**src/rtl/clk_lane_seq.sv**
```systemverilog
module clk_lane_seq #(
  parameter int CW = 8
) (
  input  logic          clk,
  input  logic          rst_n,
  input  logic [CW-1:0] cfg_lpx,
  input  logic [CW-1:0] cfg_prep,
  input  logic [CW-1:0] cfg_zero,
  input  logic [CW-1:0] cfg_pre,
  input  logic [CW-1:0] cfg_post,
  input  logic [CW-1:0] cfg_trail,
  input  logic [CW-1:0] cfg_wake,
  input  logic          run_req,
  input  logic          data_stop,
  input  logic          ulps_req,
  output logic [1:0]    lane_lp,
  output logic          lane_hs,
  output logic          clk_toggle,
  output logic          data_grant,
  output logic          lane_ulps
);

  typedef enum logic [3:0] {
    S_STOP, S_REQ, S_PREP, S_ZERO, S_PRE, S_RUN,
    S_POST, S_TRAIL, S_UENT, S_ULPS, S_WAKE
  } st_t;

  st_t st, nxt;
  logic [CW-1:0] cnt, lim;
  logic [CW-1:0] t_lpx, t_prep, t_zero, t_pre, t_post, t_trail, t_wake;
  logic done;

  always_ff @(posedge clk) begin
    if (!rst_n) begin
      t_lpx   <= cfg_lpx;
      t_prep  <= cfg_prep;
      t_zero  <= cfg_zero;
      t_pre   <= cfg_pre;
      t_post  <= cfg_post;
      t_trail <= cfg_trail;
      t_wake  <= cfg_wake;
    end
  end

  always_comb begin
    case (st)
      S_REQ, S_UENT: lim = t_lpx;
      S_PREP:        lim = t_prep;
      S_ZERO:        lim = t_zero;
      S_PRE:         lim = t_pre;
      S_POST:        lim = t_post;
      S_TRAIL:       lim = t_trail;
      S_WAKE:        lim = t_wake;
      default:       lim = '0;
    endcase
  end

  assign done = (lim <= CW'(1)) || (cnt == lim - CW'(1));

  always_comb begin
    nxt = st;
    case (st)
      S_STOP:  if (run_req) nxt = S_REQ;
               else if (ulps_req) nxt = S_UENT;
      S_REQ:   if (done) nxt = S_PREP;
      S_PREP:  if (done) nxt = S_ZERO;
      S_ZERO:  if (done) nxt = S_PRE;
      S_PRE:   if (done) nxt = S_RUN;
      S_RUN:   if (!run_req && data_stop) nxt = S_POST;
      S_POST:  if (done) nxt = S_TRAIL;
      S_TRAIL: if (done) nxt = S_STOP;
      S_UENT:  if (done) nxt = S_ULPS;
      S_ULPS:  if (!ulps_req) nxt = S_WAKE;
      S_WAKE:  if (done) nxt = S_STOP;
      default: nxt = S_STOP;
    endcase
  end

  always_ff @(posedge clk or negedge rst_n) begin
    if (!rst_n) begin
      st  <= S_STOP;
      cnt <= '0;
    end else begin
      st  <= nxt;
      cnt <= (nxt != st) ? '0 : cnt + CW'(1);
    end
  end

  always_comb begin
    case (st)
      S_STOP:         lane_lp = 2'b11;
      S_REQ:          lane_lp = 2'b01;
      S_UENT, S_WAKE: lane_lp = 2'b10;
      default:        lane_lp = 2'b00;
    endcase
  end

  assign lane_hs    = st inside {S_ZERO, S_PRE, S_RUN, S_POST, S_TRAIL};
  assign clk_toggle = st inside {S_PRE, S_RUN, S_POST};
  assign data_grant = (st == S_RUN);
  assign lane_ulps  = (st == S_ULPS);

endmodule

```
**config.mk**
```make
export PLATFORM = sky130hd
export DESIGN_NAME = clk_lane_seq
export DESIGN_NICKNAME = d
export VERILOG_FILES = /design/src/rtl/clk_lane_seq.sv
export SDC_FILE = /design/constraint.sdc
export NUM_CORES = 1
export LEC_CHECK = 0
export BUFFER_PORTS_ARGS = -buffer_cell sky130_fd_sc_hd__buf_2
export CORE_ASPECT_RATIO = 1.2
export CORE_MARGIN = 5
export CORE_UTILIZATION = 50
export CTS_CLUSTER_DIAMETER = 80
export DETAILED_ROUTE_END_ITERATION = 16
export PLACE_DENSITY = 0.79
export SLEW_MARGIN = 0
export SYNTH_ARGS = -nofsm -noshare
export SYNTH_HDL_FRONTEND = slang
export SYNTH_SLANG_ARGS = --single-unit
```
**constraint.sdc**
```tcl
create_clock -name clk -period 8.05 [get_ports clk]
set_input_delay 0.4025 -clock clk [delete_from_list [all_inputs] [get_ports clk]]
set_output_delay 0.4025 -clock clk [all_outputs]
set_load 0.05 [all_outputs]
```
==> metrics.yaml, run 1 <==
setup_ws_ps: 3135
vdd_drop_max_mv: 0.1687
hold_violations: 0
clk_path_buf_depth: 2
fin_skew_ps: 8.545
outcome: "completed"
crit_required_ps: 8260
synthesis.instances: 293
grt_pass1_wl_um: 12040
dieArea_um2: 8998
clkTransAtPathRegs_ps: 70
worst_slew_pin_slew_ps: 1183
syn2layout_area_growth_pct: 14.43
dr.pass1.iters: 5
cts_resized: 0
grt_pass1_vias: 2491
slew_headroom: 0.2116
drc_errors: 0
rows: 33
post-route-util: 0.5934
cts_root_buf: "clkbuf_8"
antenna_left: 0
numCtsBuffers: 9
worstHoldEndpoint: "t_pre[4]$_DFFE_PN_"
n_fill_cell: 588
hpwl_um: 5600
endpoint_kind: "flip-flop"
ys.flop_type: "edfxtp_1"
grt_overflow: 0
pin_count: 67
synth_edf_count: 56
cpMaxStageDelayCell: "dfrtp_1"
first_iter_violations: 313
dr_total_vias: 2664
hold_class: "input pin to flip-flop"
dp_worst_setup_slack_ps: 3229
worst_setup_path_start_kind: "flip-flop"
power_density_nw_per_um2: 289.5
via_per_inst: 5.907
clkLatencyLatePin_ps: 340
cp_max_fo: 36
netlist_area_um2: 3597
die_height_um: 102.9
diodes: 0
slowest_delay_ps: 1130
cts_tree: "done"
layout_commonest_cell: "buf_2"
fin_tns_setup_ps: 0
htree_num_levels: 3
rr_worst_depth: 13
start_util: 0.5186
regToRegSetupSlack_ps: 3130
nets: 423
cp_cell_sequence: "nor2_1, a32o_1, a211oi_2, ha_1, xor2_1, inv_1, o31ai_1, or3b_1, a221o_1, a32o_2, a22o_4, o2111a_1, or4_1"
crit_buf_inv: 1
cap_violations: 0
synth.avg_cell_area_um2: 12.28
port_buffers: 66
yosys_warnings: 0
period_share: 0.6106
setup_viol_count_final: 0
syn-num-nets: 357
timing.rr.end: "st[0]$_DFF_PN0_"
clock-sinks: 68
antenna_found_initial: 0
synth-async-reset-ratio: 0.1765
fp.dieW_um: 87.43
crit_type: "flip-flop to flip-flop"
cp.arrival_ps: 5130
grt_use_total: 0.1769
synth.distinct_cells: 72
finalWeightedCongestion: 0.8841
most-common-layout-cells: "buf_2 (66), edfxtp_1 (56), a21oi_1 (16)"
ys_ff_latch: 68
r2r_start: "st[2]$_DFF_PN0_"
wl_um: 7949
ys_seq_area_frac: 0.5510
power.leakage_nw: 1.580
wl_per_cell_um: 17.63
cpLargestDelayFamily: "compound AO/OA/AOI/OAI gates"
grt_max_degree: 57
slew_violations: 0
fmax_mhz: 203.4
layout_min_cycle_time_ps: 4915
hold_start: "cfg_pre[4]"
drive_above_1_share: 0.2830
hold_depth: 1
rsz0062_at_grt: "false"
core_um2: 6937
## Yosys cell counts, drive strengths merged, types with 3 or more instances
| cell type | n | area, um^2 |
|---|---|---|
| nand2 | 11 | 41.29 |
| edfxtp | 56 | 1682 |
| nand4b | 5 | 43.79 |
| nor3 | 12 | 71.32 |
| or3b | 6 | 52.55 |
| buf | 14 | 120.1 |
| ha | 3 | 37.54 |
| nor2 | 13 | 48.80 |
| o211ai | 4 | 30.03 |
| nand3 | 10 | 50.05 |
| and2 | 3 | 18.77 |
| nand3b | 11 | 82.58 |
| nor4 | 3 | 25.02 |
| o22ai | 3 | 25.02 |
| nor3b | 4 | 30.03 |
| nand4bb | 4 | 45.04 |
| a21oi | 17 | 88.84 |
| o21ai | 6 | 30.03 |
| xor2 | 3 | 33.79 |
| inv | 11 | 41.29 |
| nand4 | 3 | 18.77 |
| nand2b | 4 | 25.02 |
| mux2i | 10 | 100.1 |
| and3 | 10 | 62.56 |
| dfrtp | 12 | 300.3 |
| or3 | 3 | 18.77 |
| xnor2 | 8 | 70.07 |
## layout make-up
class	instances	area, um^2	area share
clock buffers	9	123.9	0.03009
clock inverters	7	43.79	0.01064
inverters	11	41.29	0.01003
flip-flops and latches	68	1982	0.4815
repair buffers	71	370.4	0.08997
multi-input cells	198	1446	0.3514
well taps	87	108.9	0.02644
## registers in the layout, indices dropped and copies added (netlist names)
register	flops
cnt	8
t_trail	8
t_wake	8
t_post	8
t_lpx	8
st	4
t_pre	8
t_prep	8
t_zero	8
## worst max path at each step
stage                                from          endpoint  slack [ps]  cells after the start
final                     st[2]$_DFF_PN0_   st[0]$_DFF_PN0_        3130                     13
after global routing      st[2]$_DFF_PN0_  cnt[1]$_DFF_PN0_        2910                     13
after CTS                 st[2]$_DFF_PN0_  cnt[1]$_DFF_PN0_        3220                     13
after detailed placement  st[2]$_DFF_PN0_  cnt[1]$_DFF_PN0_        3230                     13
after global placement    st[2]$_DFF_PN0_   st[0]$_DFF_PN0_        3440                     13
after floorplan           st[2]$_DFF_PN0_   st[0]$_DFF_PN0_        4130                     15
## cells by family after synthesis
group,count (synthesis),share of synthesized area
buffers and inverters,27,0.04696
flip-flops,68,0.5510
AO/OA/AOI/OAI,62,0.1322
multiplexers,12,0.03513
adder cells (fa/ha/maj),3,0.01044
AND/OR/NAND/NOR,110,0.1955
XOR/XNOR,11,0.02887
## power breakdown
part / leakage [nW] / switching [mW] / internal, mW
sequential: 0.699 / 0.0294 / 0.427
combinational: 0.795 / 0.298 / 0.197
clock: 0.0864 / 0.130 / 0.110
total: 1.58 / 0.457 / 0.734
## per-stage QoR
| stage | power [mW] | area, um^2 | hold WS [ps] | cells |
|---|---|---|---|---|
| 2_1_floorplan | 0.8498 | 3597 | 106.9 | 293 |
| 3_3_place_gp | 0.9343 | 3939 | 305.4 | 434 |
| 3_5_place_dp | 0.9454 | 3939 | 316.4 | 434 |
| 4_1_cts | 1.186 | 4116 | 219.8 | 451 |
| 5_1_grt | 1.254 | 4116 | 212.1 | 451 |
| 6_report | 1.192 | 4116 | 232.6 | 451 |
## per-layer routing
metal / global-route usage / wire (um) / share of wire / vias to the layer above
met5: 0 / 0 / 0 / -
met4: 0.08973 / 164 / 0.021 / 0
met3: 0.03277 / 499 / 0.063 / 13
met2: 0.2912 / 4001 / 0.50 / 108
met1: 0.2227 / 3283 / 0.41 / 1266
li1: - / - / - / 1277
## repair_timing
action                    in CTS  in global routing
buffers inserted               0                  0
hold buffers                   1                  0
hold endpoints to repair      12                  0
No activity file was read; power rests on OpenSTA's default activity.
==> run 2, diff against run 1 <==
- ABC_AREA: default -> 1
- PLACE_DENSITY: 0.79 -> 0.82
- clock period: 8.05 -> 4.48 ns (I/O delays scaled with it)
==> run 2 against run 1 <==
Combinational power increased by 130%. Via count increased by 2.2%. Cell count increased by 20%. Hold slack got worse by 180 ps. Flip-flop and latch count unchanged. Critical path type unchanged. Largest power group unchanged.
==> metrics.yaml, run 2 <==
outcome: "completed"
layout_min_cycle_time_ps: 3456  # -1459 ps
wl_per_cell_um: 13.55  # -23%
die_height_um: 100.2  # -2.6%
dr_total_vias: 2723  # +2.2%
rsz0062_at_grt: "false"
endpoint_kind: "flip-flop"
cp.arrival_ps: 3680  # -1450 ps
ys_seq_area_frac: 0.5847  # +0.03376
cpLargestDelayFamily: "simple AND/OR/NAND/NOR gates"
ys.flop_type: "edfxtp_1"
hold_violations: 0  # unchanged
power.leakage_nw: 1.869  # +18%
final_cell_area_um2: 4024  # -2.2%
hold_start: "cfg_wake[4]"
core_um2: 6526  # -5.9%
synthMuxAreaShare: 0  # -0.03513
cpMaxStageDelayCell: "nor2_1"
syn2layout_area_growth_pct: 18.72
synth_top_area_frac: 0.4961  # +0.02865
synth_compound_area_frac: 0.03285  # -0.09932
crit_buf_inv: 1  # unchanged
dieArea_um2: 8532  # -5.2%
synth_common_cells: "nand2_1 (121), edfxtp_1 (56), nand3_1 (42), nor2_1 (37), inv_1 (36)"
synth_xor_area_frac: 0.01809  # -0.01078
most-common-layout-cells: "nand2_1 (121), buf_2 (66), edfxtp_1 (56)"
n_fill_cell: 547  # -7.0%
yosysTopAreaCell: "edfxtp_1"
antenna_found_initial: 0  # unchanged
wl_um: 7305  # -8.1%
nets: 513  # +21%
layout_commonest_cell: "nand2_1"
htree_num_levels: 3  # unchanged
place_area_um2: 3824  # -2.9%
synthesis.instances: 372  # +27%
fmax_mhz: 289.3  # +42%
start_util: 0.5194  # +0.0007849
regToRegSetupSlack_ps: 1020  # -2110 ps
fin_tns_setup_ps: 0  # unchanged
ff_latch_area_um2: 1982  # unchanged
finalWeightedCongestion: 0.9564  # +8.2%
worstHoldEndpoint: "t_wake[4]$_DFFE_PN_"
clk_path_buf_depth: 2  # unchanged
hold_class: "input pin to flip-flop"
yosys.area_share.simple: 0.3016  # +0.1061
cts_resized: 0  # unchanged
slowest_delay_ps: 610  # -520 ps
slew_headroom: 0.2582  # +0.04659
setup_viol_count_final: 0  # unchanged
fp.dieW_um: 85.16  # -2.6%
power_density_nw_per_um2: 604.9  # +110%
slew_violations: 0  # unchanged
ys_ff_latch: 68  # unchanged
dr.pass1.iters: 5  # unchanged
worst_setup_path_start_kind: "flip-flop"
diodes: 0  # unchanged
synth_edf_count: 56  # unchanged
vdd_drop_max_mv: 0.3920  # +130%
via_per_inst: 5.052  # -14%
cap_violations: 0  # unchanged
synth.distinct_cells: 27  # -63%
hold_depth: 1  # unchanged
cp_cell_sequence: "nor2_1, nand2_1, nand2_2, nand2_1, nand3_2, nor2_4, ha_1, xor2_1, nand2_1, nor2_1, nand3_1, nor2_2, nand3_2, nand2_1, nand2_1, nand3_1, nand3_1, nand2_1, inv_2, nand2_4, nor2_2"
clkLatencyLatePin_ps: 340  # about the same
numCtsBuffers: 9  # unchanged
drive_above_1_share: 0.2555  # -0.02746
hpwl_um: 5507  # -1.7%
timing.rr.end: "cnt[4]$_DFF_PN0_"
cts_root_buf: "clkbuf_8"
grt_overflow: 0  # unchanged
period_share: 0.7715  # +0.1609
grt_use_total: 0.1837  # +0.006780
clkTransAtPathRegs_ps: 80  # about the same
multi_input_area_um2: 1232  # -15%
grt_max_degree: 57  # unchanged
rows: 32  # -3.0%
cp_max_fo: 12  # -67%
crit_type: "flip-flop to flip-flop"
grt_pass1_wl_um: 12240  # +1.7%
synth_top_family_by_area: "simple AND/OR/NAND/NOR gates"
worst_slew_pin_slew_ps: 1113  # -69.89 ps
synthAdderAreaFrac: 0.01107  # +0.0006394
port_buffers: 66  # unchanged
antenna_left: 0  # unchanged
clock-sinks: 68  # unchanged
netlist_area_um2: 3390  # -5.8%
rr_worst_depth: 21  # +8
syn-num-nets: 436  # +22%
synth.avg_cell_area_um2: 9.112  # -26%
first_iter_violations: 219  # -30%
grt_pass1_vias: 2707  # +8.7%
yosys_warnings: 0  # unchanged
r2r_start: "st[3]$_DFF_PN0_"
drc_errors: 0  # unchanged
fin_skew_ps: 12.08  # +3.533 ps
path_common_cell: "nand2_1"
cts_tree: "done"
synth_most_common_cell: "nand2_1"
crit_required_ps: 4700  # -3560 ps
synth-async-reset-ratio: 0.1765  # unchanged
synth.area.top_cells: "edfxtp_1 (50%), nand2_1 (13%), dfrtp_1 (8.9%)"
pin_count: 67  # unchanged
==> run 2: changes by cell type in the layout (fill, tap and decap cells not counted), moves of 6 or more <==
cell,delta
a21oi_1,-10
and3_1,-10
inv_1,+25
inv_2,+6
mux2i_1,-10
nand2_1,+110
nand2_2,+6
nand3_1,+32
nand3b_1,-10
nor2_1,+24
nor2_2,+15
nor3_1,-9
xnor2_1,-7
==> run 2: area by class of cell <==
| type | instances | share of cell area |
|---|---|---|
| Sequential cell | 68 | 0.4925 |
| Multi-Input combinational cell | 259 | 0.3063 |
| Timing Repair Buffer | 69 | 0.08831 |
| Inverter | 42 | 0.03918 |
| Clock buffer | 9 | 0.03078 |
| Tap cell | 85 | 0.02643 |
| Clock inverter | 7 | 0.01648 |
==> run 2: worst reg2reg max path, delay by kind of cell, from the launching register on <==
kind,cells,cell delay [ps]
DFF,1,480
buffers and inverters,1,40
and+or+nand+nor,18,2380
adders and majority gates,1,280
xor gates and xnor gates,1,150
==> run 2: report_power, final <==
part,switching [mW],total (mW),internal [mW]
sequential,0.0484,0.802,0.754
clock,0.229,0.483,0.254
combinational,0.804,1.15,0.345
total,1.08,2.43,1.35
==> run 2: repair_timing <==
item,CTS,global route
setup buffers,0,0
hold endpoints to repair,12,0
hold buffers,1,0
==> run 2: layer usage <==
metal | up-vias | track usage | share of wire
met3 | 23 | 0.05090 | 0.069
met5 | - | 0 | 0
met2 | 109 | 0.2913 | 0.48
met1 | 1220 | 0.2288 | 0.41
met4 | 0 | 0.09622 | 0.039
li1 | 1371 | - | -
==> run 2: stage by stage <==
stage / power [mW] / hold WS, ps / utilization / instances / setup WS (ps)
2_1_floorplan: 1.694 / -71.59 / - / 372 / 1781
3_3_place_gp: 1.919 / 123.8 / 0.5859 / 522 / 1248
3_5_place_dp: 1.945 / 132.1 / 0.5859 / 522 / 1108
4_1_cts: 2.430 / 40.07 / 0.6166 / 539 / 1085
5_1_grt: 2.632 / 30.60 / 0.6166 / 539 / 651.7
6_report: 2.434 / 53.46 / 0.6166 / 539 / 1024
==> run 2: worst max-delay path by stage <==
stage	start	endpoint	slack [ps]	cells after the start
3_3_place_gp	st[3]$_DFF_PN0_	cnt[0]$_DFF_PN0_	1250	21
2_1_floorplan	st[1]$_DFF_PN0_	cnt[2]$_DFF_PN0_	1780	21
3_5_place_dp	st[3]$_DFF_PN0_	cnt[4]$_DFF_PN0_	1110	21
4_1_cts	st[3]$_DFF_PN0_	cnt[4]$_DFF_PN0_	1090	21
6_report	st[3]$_DFF_PN0_	cnt[4]$_DFF_PN0_	1020	21
5_1_grt	st[3]$_DFF_PN0_	cnt[7]$_DFF_PN0_	650	21
==> run 2: cells by family (layout without fill, tap and decap cells) <==
logic type / count (synthesis) / in the layout
AO/OA/AOI/OAI: 18 / 18
XOR/XNOR: 7 / 7
adder cells (fa/ha/maj): 3 / 3
buffers and inverters: 45 / 127
flip-flops: 68 / 68
AND/OR/NAND/NOR: 231 / 231
